==> config.mk <==
export PLATFORM = sky130hd
export DESIGN_NAME = dbg_port_ctl
export DESIGN_NICKNAME = d
export VERILOG_FILES = /design/src/rtl/dbg_port_pkg.sv /design/src/rtl/dbg_hs_fsm.sv /design/src/rtl/dbg_clk_div.sv /design/src/rtl/dbg_port_ctl.sv
export SDC_FILE = /design/constraint.sdc
export NUM_CORES = 1
export LEC_CHECK = 0
export BUFFER_PORTS_ARGS = -buffer_cell sky130_fd_sc_hd__buf_2
export CAP_MARGIN = 30
export CORE_UTILIZATION = 50
export CTS_CLUSTER_SIZE = 25
export DETAILED_ROUTE_END_ITERATION = 6
export MAX_ROUTING_LAYER = met4
export PLACE_DENSITY = 0.86
export SETUP_SLACK_MARGIN = 0.2
export SLEW_MARGIN = 20
export SYNTH_ARGS = -nofsm -noshare
export SYNTH_HDL_FRONTEND = slang
export SYNTH_SLANG_ARGS = --single-unit
==> constraint.sdc <==
create_clock -name clk -period 2 [get_ports clk]
set_clock_uncertainty 0.05 [all_clocks]
set_input_delay 0.4 -clock clk [delete_from_list [all_inputs] [get_ports clk]]
set_output_delay 0.4 -clock clk [all_outputs]
set_load 0.02 [all_outputs]
==> src/rtl/dbg_port_pkg.sv <==
package dbg_port_pkg;

    localparam int unsigned REG_W    = 8;
    localparam int unsigned BIT_EVT  = 0;
    localparam int unsigned BIT_LPD  = 1;
    localparam int unsigned BIT_SYNC = 2;
    localparam int unsigned BIT_PST  = 3;
    localparam int unsigned DIV_LSB  = 4;
    localparam int unsigned DIV_W    = 3;
    localparam int unsigned EXP_W    = 2;

    typedef enum logic [1:0] {
        HS_AWAKE  = 2'd0,
        HS_ENTRY  = 2'd1,
        HS_ASLEEP = 2'd2,
        HS_EXIT   = 2'd3
    } hs_state_e;

    // Divider code to log2 of the ratio; reserved codes fold to the slowest.
    function automatic logic [EXP_W-1:0] div_exp(input logic [DIV_W-1:0] code);
        case (code)
            3'b000:  return 2'd0;
            3'b001:  return 2'd1;
            3'b011:  return 2'd2;
            default: return 2'd3;
        endcase
    endfunction

    function automatic logic div_is_rsv(input logic [DIV_W-1:0] code);
        return !(code == 3'b000 || code == 3'b001 || code == 3'b011 || code == 3'b111);
    endfunction

endpackage

==> src/rtl/dbg_hs_fsm.sv <==
module dbg_hs_fsm
    import dbg_port_pkg::*;
(
    input  logic clk,
    input  logic rst_n,
    input  logic lp_en,
    input  logic slp_req,
    input  logic wake_req,
    input  logic tool_wr,
    input  logic tool_sync,
    output logic sync_flag,
    output logic slp_grant,
    output logic wake_grant
);

    typedef struct packed {
        hs_state_e st;
        logic      sg;
        logic      wg;
    } hs_regs_t;

    hs_regs_t r_d, r_q;

    always_comb begin
        r_d    = r_q;
        r_d.sg = 1'b0;
        r_d.wg = 1'b0;
        case (r_q.st)
            HS_AWAKE: begin
                if (slp_req) begin
                    if (lp_en) begin
                        r_d.st = HS_ENTRY;
                    end else begin
                        r_d.st = HS_ASLEEP;
                        r_d.sg = 1'b1;
                    end
                end
            end
            HS_ENTRY: begin
                if (tool_wr && !tool_sync) begin
                    r_d.st = HS_ASLEEP;
                    r_d.sg = 1'b1;
                end
            end
            HS_ASLEEP: begin
                if (wake_req) begin
                    if (lp_en) begin
                        r_d.st = HS_EXIT;
                    end else begin
                        r_d.st = HS_AWAKE;
                        r_d.wg = 1'b1;
                    end
                end
            end
            default: begin
                if (tool_wr && tool_sync) begin
                    r_d.st = HS_AWAKE;
                    r_d.wg = 1'b1;
                end
            end
        endcase
    end

    always_ff @(posedge clk or negedge rst_n) begin
        if (!rst_n) begin
            r_q <= '{st: HS_AWAKE, sg: 1'b0, wg: 1'b0};
        end else begin
            r_q <= r_d;
        end
    end

    assign sync_flag  = (r_q.st == HS_ENTRY);
    assign slp_grant  = r_q.sg;
    assign wake_grant = r_q.wg;

endmodule

==> src/rtl/dbg_clk_div.sv <==
module dbg_clk_div
    import dbg_port_pkg::*;
#(
    parameter int unsigned SEL_W = EXP_W,
    localparam int unsigned CNT_W = (2 ** SEL_W) - 1
) (
    input  logic             clk,
    input  logic             rst_n,
    input  logic             en,
    input  logic [SEL_W-1:0] exp_sel,
    output logic             tick
);

    typedef struct packed {
        logic [CNT_W-1:0] cnt;
        logic [CNT_W-1:0] lim;
    } div_regs_t;

    div_regs_t        r_d, r_q;
    logic [CNT_W-1:0] lim_sel;

    assign lim_sel = ({{(CNT_W-1){1'b0}}, 1'b1} << exp_sel) - {{(CNT_W-1){1'b0}}, 1'b1};
    assign tick    = en && (r_q.cnt == r_q.lim);

    always_comb begin
        r_d = r_q;
        if (!en || tick) begin
            r_d.cnt = '0;
            r_d.lim = lim_sel;
        end else begin
            r_d.cnt = r_q.cnt + 1'b1;
        end
    end

    always_ff @(posedge clk or negedge rst_n) begin
        if (!rst_n) begin
            r_q <= '0;
        end else begin
            r_q <= r_d;
        end
    end

endmodule

==> src/rtl/dbg_port_ctl.sv <==
module dbg_port_ctl
    import dbg_port_pkg::*;
(
    input  logic             clk,
    input  logic             rst_n,
    input  logic             reg_wr,
    input  logic [REG_W-1:0] reg_wdata,
    output logic [REG_W-1:0] reg_rdata,
    input  logic             slp_req,
    input  logic             wake_req,
    output logic             slp_grant,
    output logic             wake_grant,
    input  logic             trc_en_in,
    output logic             trc_tick,
    output logic             evt_port_en,
    output logic             pstat_mode,
    output logic             msg_ok,
    output logic             div_rsv
);

    typedef struct packed {
        logic             evt;
        logic             lpd;
        logic             pst;
        logic [DIV_W-1:0] div;
    } ctl_regs_t;

    ctl_regs_t ctl_d, ctl_q;
    logic      sync_flag;

    always_comb begin
        ctl_d = ctl_q;
        if (reg_wr) begin
            ctl_d.evt = reg_wdata[BIT_EVT];
            ctl_d.lpd = reg_wdata[BIT_LPD];
            ctl_d.pst = reg_wdata[BIT_PST];
            ctl_d.div = reg_wdata[DIV_LSB +: DIV_W];
        end
    end

    always_ff @(posedge clk or negedge rst_n) begin
        if (!rst_n) begin
            ctl_q <= '0;
        end else begin
            ctl_q <= ctl_d;
        end
    end

    dbg_hs_fsm u_hs (
        .clk        (clk),
        .rst_n      (rst_n),
        .lp_en      (ctl_q.lpd),
        .slp_req    (slp_req),
        .wake_req   (wake_req),
        .tool_wr    (reg_wr),
        .tool_sync  (reg_wdata[BIT_SYNC]),
        .sync_flag  (sync_flag),
        .slp_grant  (slp_grant),
        .wake_grant (wake_grant)
    );

    dbg_clk_div #(.SEL_W(EXP_W)) u_div (
        .clk     (clk),
        .rst_n   (rst_n),
        .en      (trc_en_in),
        .exp_sel (div_exp(ctl_q.div)),
        .tick    (trc_tick)
    );

    always_comb begin
        reg_rdata                      = '0;
        reg_rdata[BIT_EVT]             = ctl_q.evt;
        reg_rdata[BIT_LPD]             = ctl_q.lpd;
        reg_rdata[BIT_SYNC]            = sync_flag;
        reg_rdata[BIT_PST]             = ctl_q.pst;
        reg_rdata[DIV_LSB +: DIV_W]    = ctl_q.div;
    end

    assign evt_port_en = ctl_q.evt;
    assign pstat_mode  = ctl_q.pst;
    assign msg_ok      = !ctl_q.pst;
    assign div_rsv     = div_is_rsv(ctl_q.div);

endmodule

==> results.md <==
* Static leakage at 0.526 nW
* Register bit total from synthesis at 16
* Syn Nets at 91
* Distinct cells, synth at 24
* Crit start category: flop
* Post-DRT Antenna Nets at 0
* Met2 Resource Use GR at 33.8%
* Chip width at between 40 and 50 um
* CTS buffer count at 3
* Post-synth top area cell: dfrtp_1
* TNS Setup at 0 ns
* Post-synth ARST share at 100%
* Critical Path AT at 1.25 ns
* GRT Total Usage at 21.8%
* Fin util at 67.5%
* Grt met1 use at around a quarter
* Synth Area in XOR/XNOR at 6.30%
* First-pass DRT Iterations at 4
* Setup WS pre-CTS at 0.477 ns
* Setup crit end: trc_tick
* Register area at 402 sq um
* RSZ-0062 raised after global routing: no
* Post-synth EDFFs at 0
* Layout fillers at around 130
* Crit Path Class: flop to output pin
* Fin cells at 123
* Endpoints failing setup at 0
* Fin. max-slew vios at 0
* YS warnings at 0
* Die area at 0.00175 sq mm
* Clk Latency, worst-skew pair at between 0.2 and 0.3 ns
* DRC at 0
* Fin worst setup slack at 0.304 ns
* Worst path max stage delay at 0.42 ns
* WL final at approximately 1.5 mm
* Vias in the first global route at 681
* Power density over the cells at 972 mW/mm^2
* Synth Area in Compound Gates at 12.1%
* Post-synth top area share at 50.4%
* Multi-input gate area at about 340 sq um
* Grt total ovfl at 0
* Total chip power at 0.977 mW
* Outcome: finished clean
* Simple-Gate Fraction of Synth Area at around 13%
* Most common cell in the netlist: dfrtp_1
* I/O pins at 29
* Final Hold Vio Count at 0
* CTS tree: done
* Area grow syn2layout at 26.5%
* Worst-case clock buffer depth at 2
* Clk sinks at 16
* Layout cells sized above 1 at 44.9%
* Crit path from: u_div.r_q[1]
* Routed wire per std cell at around 13 um
* Hold crit path type: input pin to flop
* Die Span Y at 41.9 um
* Critical path fanouts, max at 2
* Layer with the highest usage: met2
* Max stage delay cell, worst path: dfrtp_1
* Synth Area in Adders at 1.57%
* Initial Util at 53.4%
* Via density at 5.34
* HPWL Detailed at ~1.1 mm
* Hold_ws at 0.279 ns
* Port bufs at 26
* Tcrit/Tclk final at a little over four fifths
* WP data required at around 1.6 ns
* Placed cell count at 112
* Synth top cells by count: dfrtp_1, nand2_1, nor2_1, inv_1
* Reg2reg start: u_div.r_q[1]
* Max Clk Rate at 590 MHz
* M3 GR Usage at 3.48%
* Crit Reg-Reg Endpoint: u_div.r_q[5]
* Antenna Cells at 0
* Nets at about 120
* Final Cell Area at 0.00100 sq mm
* Crit-path cells: xnor2_2 -> nand3_2 -> nor2_1 -> buf_4
* Number of cells on the worst reg-to-reg path at 6
* Proportion of synthesized area in mux cells at between 8 and 9%
* Area contributors post-synth: dfrtp_1, mux2_2, buf_4, xnor2_2, nand2_1
* Row cnt at 14
* Post-synthesis sequential area ratio at between 50 and 60%
* DR iter-0 viols at 12
* Fin crit period at 1.70 ns
* Max H-tree Level at 1
* Most used DFF post-synth: dfrtp_1
* Post-Synthesis Cell Area at 795 sq um
* Largest family of logic cells by synthesized area: simple AND/OR/NAND/NOR gates
* Root Driver: clkbuf_4
* Post-Syn Area per Cell at 10.5 sq um
* Maximum number of pins on one net before global-route repair at 17
* Post-Synthesis Cells at 76
* Via count at 657
* R2r setup slk at 0.59 ns
* Gp weighted congestion at 0.835
* First-pass GRT wire length at ~2.8 mm
* MaxCap Viol Count at 0
* Maximum VDD drop at 663 uV
* Initial antenna violation count at 0
* Clk slew on worst S/H paths at 0.09 ns
* Core area at 0.00149 sq mm
* Placed cell areas at ~900 sq um
* Endpoint class of the critical path: output pin
power breakdown:
group	switching, mW	internal [mW]
logic	0.172	0.154
registers	0.0606	0.382
clock network	0.0967	0.111
critical path: cells and delay by family (launching register included):
kind / cells / cell delay (ns)
simple gates: 2 / 0.19
flops: 1 / 0.42
xor+xnor: 1 / 0.21
buf+inv: 1 / 0.14
per-layer routing:
layer	part of all wire, %	routed length [um]	up-vias
met5	0	0	-
met3	6.0	92	6
met4	3.0	46	0
li1	-	-	313
met2	51	780	25
met1	40	622	313
worst min path at each step:
stage	start	endpoint	slack, ns	cells past startpoint
4_1_cts	reg_wdata[3]	pstat_mode	0.27	3
3_3_place_gp	rst_n	u_div.r_q[0]	0.28	1
2_1_floorplan	rst_n	evt_port_en	0.05	0
5_1_grt	reg_wdata[1]	reg_rdata[1]	0.29	2
3_5_place_dp	rst_n	u_div.r_q[3]	0.28	1
6_report	reg_wdata[3]	pstat_mode	0.28	3
layout by cell type (no fill, tap or decap), drive strengths merged:
cell / synthesis / routed
a21oi: 5 / 5
dlygate4sd3: 0 / 1
o41ai: 1 / 1
nor2: 8 / 8
mux2: 5 / 5
nand3: 2 / 2
a21o: 1 / 1
xnor2: 4 / 4
o2111ai: 1 / 1
nand2: 9 / 9
ha: 1 / 1
dfrtp: 16 / 16
o21ai: 3 / 3
conb: 1 / 1
mux2i: 1 / 1
a32oi: 2 / 2
buf: 6 / 32
nor2b: 1 / 1
inv: 6 / 6
clkbuf: 0 / 4
and3: 2 / 2
o22ai: 1 / 1
flip-flops by register name, summed over array words and instances, names as in the netlist:
name	flops
evt_port_en	1
u_hs.r_q	2
pstat_mode	1
u_div.r_q	6
reg_rdata	4
u_hs.slp_grant	1
u_hs.wake_grant	1
area by class of cell:
type                            count  area share (%)
Clock buffer                        4            3.61
Inverter                            6            2.24
Tap cell                           16            1.99
Timing Repair Buffer               33            18.7
Multi-Input combinational cell     48            33.5
Sequential cell                    16            40.0
cell families after synthesis:
logic type | after synthesis
AND/OR/NAND/NOR | 22
flip-flops | 16
AO/OA/AOI/OAI | 14
buffers and inverters | 12
multiplexers | 6
XOR/XNOR | 4
adder cells (fa/ha/maj) | 1
other | 1
repair_timing:
| item | CTS | global route |
|---|---|---|
| gates resized for setup | 1 | 2 |
| hold buffers | 1 | 0 |
| setup buffers | 2 | 4 |
| setup endpoints to repair | 1 | 1 |
| endpoints found under the hold margin | 16 | 0 |
| pin swaps | 2 | 2 |
No activity file was read; power rests on OpenSTA's default activity.
